--- src/rtl/ffp_pkg.sv ---
package ffp_pkg;
  // Per-register update choice made by the control table
  typedef enum logic [1:0] {
    SLOT_HOLD  = 2'd0,
    SLOT_LOAD  = 2'd1,
    SLOT_SHIFT = 2'd2
  } slot_op_e;
endpackage

--- src/rtl/ffp_slot.sv ---
module ffp_slot
  import ffp_pkg::*;
#(
  parameter int WIDTH = 32
) (
  input  logic             clk,
  input  slot_op_e         op,
  input  logic [WIDTH-1:0] load_word,
  input  logic [WIDTH-1:0] shift_word,
  output logic [WIDTH-1:0] word_q
);
  // Data needs no reset: validity lives in the control flags
  always_ff @(posedge clk) begin
    unique case (op)
      SLOT_LOAD:  word_q <= load_word;
      SLOT_SHIFT: word_q <= shift_word;
      default:    word_q <= word_q;
    endcase
  end
endmodule

--- src/rtl/ffp_ctrl.sv ---
module ffp_ctrl
  import ffp_pkg::*;
#(
  parameter bit BYPASS = 1'b0
) (
  input  logic     clk,
  input  logic     rst,
  input  logic     in_valid,
  input  logic     out_ready,
  output logic     in_ready,
  output logic     out_valid,
  output logic     head_v,
  output logic     tail_v,
  output slot_op_e head_op,
  output slot_op_e tail_op,
  output logic     overflow,
  output logic     underflow
);
  logic full_w, pass, push, pop;
  logic head_n, tail_n;

  assign full_w    = head_v & tail_v;
  assign in_ready  = ~full_w | out_ready;
  assign out_valid = head_v | (BYPASS & in_valid);
  assign pass      = BYPASS & ~head_v & in_valid & out_ready;
  assign pop       = out_ready & head_v;
  assign push      = in_valid & in_ready & ~pass;
  assign overflow  = in_valid & ~in_ready;
  assign underflow = out_ready & ~out_valid;

  always_comb begin
    head_n  = head_v;
    tail_n  = tail_v;
    head_op = SLOT_HOLD;
    tail_op = SLOT_HOLD;
    unique case ({head_v, tail_v})
      2'b00: begin
        if (push) begin
          head_op = SLOT_LOAD;
          head_n  = 1'b1;
        end
      end
      2'b10: begin
        if (push && pop) begin
          head_op = SLOT_LOAD;
        end else if (push) begin
          tail_op = SLOT_LOAD;
          tail_n  = 1'b1;
        end else if (pop) begin
          head_n = 1'b0;
        end
      end
      2'b11: begin
        if (pop) begin
          head_op = SLOT_SHIFT;
          if (push) tail_op = SLOT_LOAD;
          else      tail_n  = 1'b0;
        end
      end
      default: begin
        head_n = 1'b0;
        tail_n = 1'b0;
      end
    endcase
  end

  always_ff @(posedge clk) begin
    if (rst) begin
      head_v <= 1'b0;
      tail_v <= 1'b0;
    end else begin
      head_v <= head_n;
      tail_v <= tail_n;
    end
  end

  // orphan tail never reached
  p_no_orphan_tail_r8: assert property (@(posedge clk) disable iff (rst)
    !(tail_v && !head_v));
  // an overflowing cycle leaves the flags untouched
  p_no_overflow_r4: assert property (@(posedge clk) disable iff (rst)
    overflow |=> $stable({head_v, tail_v}));
  // a lone underflowing pop leaves the flags untouched
  p_no_underflow_r5: assert property (@(posedge clk) disable iff (rst)
    (underflow && !in_valid) |=> $stable({head_v, tail_v}));
  // full without a pop blocks the producer
  p_full_blocks_r3: assert property (@(posedge clk) disable iff (rst)
    (head_v && tail_v && !out_ready) |-> !in_ready);
endmodule

--- src/rtl/ffp_fifo2.sv ---
module ffp_fifo2
  import ffp_pkg::*;
#(
  parameter int WIDTH  = 32,
  parameter bit BYPASS = 1'b0
) (
  input  logic             clk,
  input  logic             rst,
  input  logic             in_valid,
  output logic             in_ready,
  input  logic [WIDTH-1:0] in_data,
  output logic             out_valid,
  input  logic             out_ready,
  output logic [WIDTH-1:0] out_data,
  output logic             empty,
  output logic             full,
  output logic             overflow,
  output logic             underflow
);
  localparam int DEPTH = 2;

  logic             head_v, tail_v;
  slot_op_e         head_op, tail_op;
  slot_op_e         ops  [DEPTH];
  logic [WIDTH-1:0] word [DEPTH];

  ffp_ctrl #(.BYPASS(BYPASS)) ctrl_i (
    .clk(clk), .rst(rst),
    .in_valid(in_valid), .out_ready(out_ready),
    .in_ready(in_ready), .out_valid(out_valid),
    .head_v(head_v), .tail_v(tail_v),
    .head_op(head_op), .tail_op(tail_op),
    .overflow(overflow), .underflow(underflow)
  );

  assign ops[0] = head_op;
  assign ops[1] = tail_op;

  // Slot i shifts from slot i+1; the last slot never shifts
  for (genvar i = 0; i < DEPTH; i++) begin : g_slot
    if (i < DEPTH - 1) begin : g_mid
      ffp_slot #(.WIDTH(WIDTH)) slot_i (
        .clk(clk), .op(ops[i]), .load_word(in_data),
        .shift_word(word[i+1]), .word_q(word[i])
      );
    end else begin : g_last
      ffp_slot #(.WIDTH(WIDTH)) slot_i (
        .clk(clk), .op(ops[i]), .load_word(in_data),
        .shift_word(in_data), .word_q(word[i])
      );
    end
  end

  if (BYPASS) begin : g_bypass
    assign out_data = head_v ? word[0] : in_data;
    // pass-through keeps the FIFO empty
    p_pass_keeps_empty_r9: assert property (@(posedge clk) disable iff (rst)
      (!head_v && in_valid && out_ready) |=> !head_v);
  end else begin : g_plain
    assign out_data = word[0];
  end

  assign empty = ~head_v;
  assign full  = head_v & tail_v;

  // a pop from full brings the tail word to the head
  p_head_shift_r7: assert property (@(posedge clk) disable iff (rst)
    (full && out_ready) |=> (out_valid && out_data == $past(word[1])));
  // a word pushed into an empty FIFO shows on the output next cycle
  p_show_ahead_r2: assert property (@(posedge clk) disable iff (rst)
    (empty && in_valid && !out_ready) |=> (out_valid && out_data == $past(in_data)));
endmodule

--- config.mk ---
export PLATFORM = sky130hd
export DESIGN_NAME = ffp_fifo2
export DESIGN_NICKNAME = d
export VERILOG_FILES = /design/src/rtl/ffp_pkg.sv /design/src/rtl/ffp_slot.sv /design/src/rtl/ffp_ctrl.sv /design/src/rtl/ffp_fifo2.sv
export SDC_FILE = /design/constraint.sdc
export NUM_CORES = 1
export LEC_CHECK = 0
export ABC_AREA = 1
export BUFFER_PORTS_ARGS = -buffer_cell sky130_fd_sc_hd__buf_4
export CAP_MARGIN = 20
export CORE_MARGIN = 2
export CORE_UTILIZATION = 24
export DETAILED_ROUTE_END_ITERATION = 7
export GPL_TIMING_DRIVEN = 0
export PLACE_DENSITY_LB_ADDON = 0.05
export SLEW_MARGIN = 30
export SYNTH_ARGS = -nofsm -noshare
export SYNTH_HDL_FRONTEND = slang
export SYNTH_SLANG_ARGS = --single-unit
--- constraint.sdc ---
create_clock -name clk -period 2.2 [get_ports clk]
set_input_delay 0.11 -clock clk [delete_from_list [all_inputs] [get_ports clk]]
set_output_delay 0.11 -clock clk [all_outputs]
set_load 0.1 [all_outputs]
==> impl_metrics.csv, run 1 <==
group,metric,value,unit
global_routing,track_usage,10.40,%
critical_path,worstPathRequired,2.04,ns
power_and_ir_drop,clkPwrFrac,31.9,%
cells_and_area,n_antenna_cell,0,
clock_network,htreeDepth,3,
worst_hold_path,hold_path_depth,3,
global_routing,grt_pass1_wl,8.721,mm
power_and_ir_drop,switching_share,29.00,%
place,post-place-cells,402,
critical_path,crit_arrival,1.89,ns
power_and_ir_drop,p_comb_share,18.7,%
detailed_routing,top_layer,"met4",
power_and_ir_drop,intPower,0.002101,W
clock_network,cts.sinks,66,
cells_and_area,drive_above_1_share,31.85,%
sta,fmax,488.1,MHz
critical_path,worstSetupPathType,"reg2reg",
cells_and_area,fin_nets,347,
detailed_routing,wl_met1,2.487,mm
sta,tightestPinTransition,0.7729,ns
sta,hold_viol_final,0,
yosys,ys_ff_latch,66,
yosys,synth.avg_cell_area,13.09,µm²
critical_path,ff2ff_path_depth,5,
clock_network,clkSlewWorstSetupHoldPaths,0.07,ns
global_routing,grt_pass1_vias,1712,
floorplan,num_io_pins,74,
outcome,status,"complete, no violations",
yosys,synth-seq-area-share,78.09,%
detailed_routing,wl_per_cell,12.24,µm
floorplan,die_area,11300,µm²
yosys,synth_area,2512,µm²
clock_network,cts_buffers,9,
global_routing,grt_max_degree,33,
detailed_routing,wl_met2,2.607,mm
global_routing,grt-ovfl-total,0,
power_and_ir_drop,p_leak,1.535,nW
clock_network,cts_root_buf,"clkbuf_8",
worst_hold_path,holdPathEnd,"ctrl_i.head_v",
place,dp_slack,0.1218,ns
critical_path,end_kind,"register",
sta,finalClockSkew,0.007789,ns
yosys,synth_nets,229,
detailed_routing,first_pass_iters,4,
sta,slew-limit-headroom,48.37,%
detailed_routing,ant_nets,0,
critical_path,rr_endpoint,"g_slot[0].g_mid.slot_i.word_q[23]",
sta,final_max_slew_viol_count,0,
cells_and_area,final_cell_area,3787,µm²
floorplan,initial_core_util,24.56,%
floorplan,core_area,10230,µm²
place,gp_congestion,0.6606,
detailed_routing,initialDrtViolationCount,50,
place,hpwlAfterDp,3.489,mm
cells_and_area,syn_to_final_growth,50.75,%
clock_network,insertion_delay,0.33,ns
place,portBuffers,73,
critical_path,r2r_start,"ctrl_i.tail_v",
power_and_ir_drop,power_density,781.4,nW/µm²
worst_hold_path,hp-start,"in_valid",
critical_path,crit_fanout,32,
detailed_routing,wl_met3,327,µm
detailed_routing,drc,0,
run,maxCapViolCount,0,
yosys,synth.distinct_cells,14,
clock_network,cts_buffer_depth,2,
worst_hold_path,min_path_type,"in2reg",
yosys,synth_cells,192,
critical_path,r2r_slack,0.15,ns
power_and_ir_drop,power.switching,0.0008584,W
floorplan,placementRows,37,
yosys,yosys_warnings,0,
global_routing,antenna_found_initial,0,
sta,rsz0062_at_grt,"no",
cells_and_area,instances_no_fill,450,
sta,fin_hold_ws,0.05710,ns
sta,min_period,2.049,ns
power_and_ir_drop,power_frac_seq,49.4,%
clock_network,cts_tree,"built",
power_and_ir_drop,ir_worst_vdd,0.0002302,V
sta,worst_slack,0.1514,ns
detailed_routing,vias,1697,
sta,post-route-period-util,93.12,%
critical_path,startpoint_type,"register",
sta,setup_viol,0,
detailed_routing,via_per_inst,3.771,
place,placed_area,3283,µm²
floorplan,die_w,106.3,µm
detailed_routing,routed_wl,5.510,mm
floorplan,fp.dieH,106.3,µm
==> layout make-up <==
cell class,instances,area [µm²]
fillers,1024,6444
flip-flops and latches,66,1966
repair buffers,107,905.9
multi-input cells,81,382.9
well taps,136,170.2
inverters,38,146.4
clock buffers,10,127.6
clock inverters,5,46.29
plain buffers,7,42.54
==> critical path: stages (launching register included) <==
cell,delay (ns)
dfxtp_1,0.32
inv_1,0.07
nand2_1,0.06
o21bai_1,0.15
ha_1,0.31
clkinvlp_4,0.62
==> sequential cells by signal (all words and copies together) (netlist names) <==
| register | flops |
|---|---|
| g_slot.g_mid.slot_i.word_q | 32 |
| ctrl_i.tail_v | 1 |
| ctrl_i.head_v | 1 |
| g_slot.g_last.slot_i.word_q | 32 |
==> cell families (layout without fill, tap and decap cells) <==
group | after synthesis | in the layout | share of synthesized area, %
DFF | 66 | 66 | 78.09
and+or+nand+nor | 45 | 45 | 6.823
buffers and inverters | 45 | 167 | 7.371
AOI/OAI and AO/OA | 35 | 35 | 7.221
adders and majority gates | 1 | 1 | 0.4979
==> power groups by stage <==
stage                     sequential, W  clock, W  combinational, W
after floorplan                 0.00178         0         0.0000777
after global placement          0.00149         0          0.000505
after detailed placement        0.00149         0          0.000511
after CTS                       0.00146  0.000984          0.000558
after global routing            0.00147   0.00104          0.000578
final                           0.00146  0.000944          0.000553
==> layout by cell type, fill, tap and decap left out, drive strengths merged <==
master       count
o21ai           32
o21bai           1
nor2             4
nand2           40
clkinvlp         1
or2              1
dlygate4sd3     33
inv             37
ha               1
buf             81
edfxtp          64
bufinv           1
clkbuf          10
dfxtp            2
clkinv           4
a21oi            2
==> Yosys cell counts <==
library cell	number	area share (%)
buf_4	3	0.90
ha_1	1	0.50
o21bai_1	1	0.30
nor2_1	4	0.60
nand2_1	40	6.0
inv_1	36	5.4
or2_0	1	0.25
edfxtp_1	64	76
o21ai_1	32	6.4
inv_2	2	0.30
dfxtp_1	2	1.6
a21oi_1	1	0.20
a21oi_2	1	0.35
buf_2	4	0.80
==> repair_timing <==
item                                   4_1_cts  5_1_grt
buffers inserted                             0        0
endpoints found under the hold margin       33        0
resized for setup                            0        0
setup endpoints to repair                    0        9
hold buffers                                33        0
==> per-layer routing <==
| layer | global-route usage (%) | up-vias |
|---|---|---|
| met5 | 0 | - |
| li1 | - | 875 |
| met3 | 3.556 | 8 |
| met1 | 12.95 | 767 |
| met4 | 4.793 | 0 |
| met2 | 16.25 | 47 |
==> worst max path at each step <==
stage | slack (ns) | start | endpoint | cells after the start
2_1_floorplan | -0.07 | ctrl_i.head_v | overflow | 4
3_3_place_gp | -0.23 | ctrl_i.tail_v | g_slot[1].g_last.slot_i.word_q[9] | 4
3_5_place_dp | 0.12 | ctrl_i.tail_v | g_slot[0].g_mid.slot_i.word_q[10] | 5
4_1_cts | 0.09 | ctrl_i.tail_v | g_slot[0].g_mid.slot_i.word_q[12] | 5
5_1_grt | 0.0009 | ctrl_i.tail_v | g_slot[0].g_mid.slot_i.word_q[12] | 5
6_report | 0.15 | ctrl_i.tail_v | g_slot[0].g_mid.slot_i.word_q[23] | 5
==> through the flow <==
stage          util [%]  power, W  setup TNS (ns)
2_1_floorplan         -  0.001853        -0.06987
3_3_place_gp      31.77  0.001998          -7.433
3_5_place_dp      32.09  0.002002               0
4_1_cts           37.02  0.003006               0
5_1_grt           37.02  0.003089               0
6_report          37.02  0.002960               0
No activity file was read; power rests on OpenSTA's default activity.
==> run 2, diff against run 1 <==
--- a/config.mk
+++ b/config.mk
@@ -7,7 +7,9 @@
 export LEC_CHECK = 0
 export ABC_AREA = 1
 export BUFFER_PORTS_ARGS = -buffer_cell sky130_fd_sc_hd__buf_4
-export CAP_MARGIN = 20
+export CAP_MARGIN = 10
+export CELL_PAD_IN_SITES_DETAIL_PLACEMENT = 0
+export CELL_PAD_IN_SITES_GLOBAL_PLACEMENT = 2
 export CORE_MARGIN = 2
 export CORE_UTILIZATION = 24
 export DETAILED_ROUTE_END_ITERATION = 7
==> run 2 against run 1 <==
  * Hold slack improved by 0.0079 ns
  * Sequential power about the same
  * Final cell count rose by 0.44%
  * Die area stayed put
  * Combinational power about the same
  * Power down 2.9%
  * Critical endpoint is now g_slot[0].g_mid.slot_i.word_q[25]
  * Largest power group unchanged
  * Highest routed layer unchanged
==> impl_metrics.csv, run 2 (synthesized netlist as in run 1, its figures left out) <==
group,metric,value,unit
detailed_routing,ant_nets,0,
place,hpwlAfterDp,3.437,mm
cells_and_area,final_cell_area,3784,µm²
global_routing,grt_pass1_vias,1680,
sta,rsz0062_at_grt,"no",
cells_and_area,fin_util,36.98,%
critical_path,cpPeakStageDelay,0.43,ns
floorplan,initial_core_util,24.56,%
power_and_ir_drop,ir_worst_vdd,0.0002714,V
place,portBuffers,73,
power_and_ir_drop,p_leak,1.529,nW
cells_and_area,drive_above_1_share,32.91,%
sta,min_period,1.859,ns
power_and_ir_drop,power_frac_seq,50.8,%
global_routing,grt-ovfl-total,0,
detailed_routing,via_per_inst,3.799,
detailed_routing,first_pass_iters,4,
floorplan,num_io_pins,74,
critical_path,worstSetupPathType,"reg2reg",
floorplan,placementRows,37,
global_routing,grt_pass1_wl,8.397,mm
place,gp_congestion,0.7261,
place,post-place-cells,402,
sta,hold_viol_final,0,
clock_network,cts_tree,"built",
power_and_ir_drop,power_density,759.8,nW/µm²
sta,setup_viol,0,
sta,finalClockSkew,0.009409,ns
cells_and_area,largestRegisters,"g_slot.g_mid.slot_i.word_q (32), g_slot.g_last.slot_i.word_q (32)",
clock_network,clkSlewWorstSetupHoldPaths,0.07,ns
place,placed_area,3283,µm²
sta,post-route-period-util,84.52,%
detailed_routing,initialDrtViolationCount,20,
power_and_ir_drop,clkPwrFrac,29.8,%
detailed_routing,drc,0,
global_routing,track_usage,10.01,%
run,maxCapViolCount,0,
critical_path,critPathTopFamily,"buffers and inverters",
clock_network,htreeDepth,3,
power_and_ir_drop,intPower,0.002002,W
cells_and_area,final_common_cell,"buf_4",
global_routing,grt_max_degree,33,
outcome,status,"complete, no violations",
critical_path,crit_fanout,16,
sta,slew-limit-headroom,65.76,%
power_and_ir_drop,power.switching,0.0008727,W
clock_network,cts.sinks,66,
critical_path,slowest_stage,"clkinvlp_4",
floorplan,core_area,10230,µm²
power_and_ir_drop,p_comb_share,19.3,%
cells_and_area,fin_nets,348,
clock_network,cts_buffers,9,
cells_and_area,n_antenna_cell,0,
clock_network,insertion_delay,0.33,ns
critical_path,crit_chain,"inv_1 > nand2_1 > o21bai_1 > ha_1 > clkinvlp_4",
floorplan,die_w,106.3,µm
place,dp_slack,0.06625,ns
sta,final_max_slew_viol_count,0,
critical_path,cp_num_buf_inv,2,
detailed_routing,wl_per_cell,12.17,µm
sta,worst_slack,0.3407,ns
critical_path,startpoint_type,"register",
sta,fmax,537.8,MHz
clock_network,cts_root_buf,"clkbuf_8",
floorplan,fp.dieH,106.3,µm
cells_and_area,mostFrequentLayoutCells,"buf_4 (76), edfxtp_1 (64), nand2_1 (39)",
sta,fin_hold_ws,0.06502,ns
cells_and_area,instances_no_fill,452,
detailed_routing,vias,1717,
power_and_ir_drop,switching_share,30.36,%
cells_and_area,syn_to_final_growth,50.60,%
critical_path,end_kind,"register",
floorplan,die_area,11300,µm²
critical_path,crit_arrival,1.81,ns
sta,tightestPinTransition,0.5124,ns
clock_network,cts_buffer_depth,2,
critical_path,worstPathRequired,2.15,ns
detailed_routing,routed_wl,5.500,mm
global_routing,antenna_found_initial,0,
worst_hold_path,min_path_type,"in2reg",
==> run 2: changes by cell type in the layout (fill, tap and decap cells not counted), sizes merged <==
cell / change
clkbuf: +1
bufinv: -1
clkinvlp: +2
==> run 2: what timing repair did <==
action,CTS,global route
endpoints found under the hold margin,33,0
endpoints found under the setup margin,0,32
hold buffers,33,0
setup buffers,0,0
resized for setup,0,1
==> run 2: path summary, 6_finish.rpt <==
kind / slack (ns) / endpoint / cells past startpoint / from
max: 0.34 / g_slot[0].g_mid.slot_i.word_q[25] / 5 / ctrl_i.tail_v
min: 0.07 / ctrl_i.head_v / 4 / out_ready
max reg2reg: 0.34 / g_slot[0].g_mid.slot_i.word_q[25] / 5 / ctrl_i.tail_v
min reg2reg: 0.51 / ctrl_i.head_v / 2 / ctrl_i.head_v
==> run 2: worst reg2reg max path, cell delays in order (launching register included) <==
cell and delay (ns):
dfxtp_1 0.33, inv_1 0.07, nand2_1 0.06, o21bai_1 0.16, ha_1 0.42, clkinvlp_4 0.44
==> run 2: cell type report <==
| cell class | instances | area [µm²] |
|---|---|---|
| plain buffers | 7 | 42.54 |
| clock buffers | 11 | 131.4 |
| clock inverters | 5 | 31.28 |
| fillers | 1034 | 6447 |
| inverters | 38 | 146.4 |
| multi-input cells | 81 | 382.9 |
| flip-flops and latches | 66 | 1966 |
| well taps | 136 | 170.2 |
| repair buffers | 107 | 905.9 |
| repair inverters | 1 | 7.507 |
==> run 2: power groups by stage <==
stage	Sequential [W]	Combinational [W]	Clock, W
floorplan	0.00178	0.0000777	0
finish	0.00146	0.000556	0.000858
global route	0.00147	0.000582	0.000961
CTS	0.00146	0.000559	0.000912
detailed placement	0.00149	0.000512	0
global placement	0.00149	0.000506	0
==> run 2: per-layer routing <==
| layer | GRT usage (%) | up-vias | part of all wire [%] |
|---|---|---|---|
| met4 | 5.639 | 0 | 1.7 |
| met3 | 2.207 | 9 | 4.3 |
| met5 | 0 | - | 0 |
| met2 | 16.80 | 43 | 48 |
| li1 | - | 876 | - |
| met1 | 11.81 | 789 | 46 |
==> run 2: per-stage QoR <==
stage / total power (W) / TNS, ns
after floorplan: 0.001853 / -0.06987
after global placement: 0.001998 / -8.364
after detailed placement: 0.002001 / 0
after CTS: 0.002933 / 0
after global routing: 0.003009 / 0
final: 0.002875 / 0
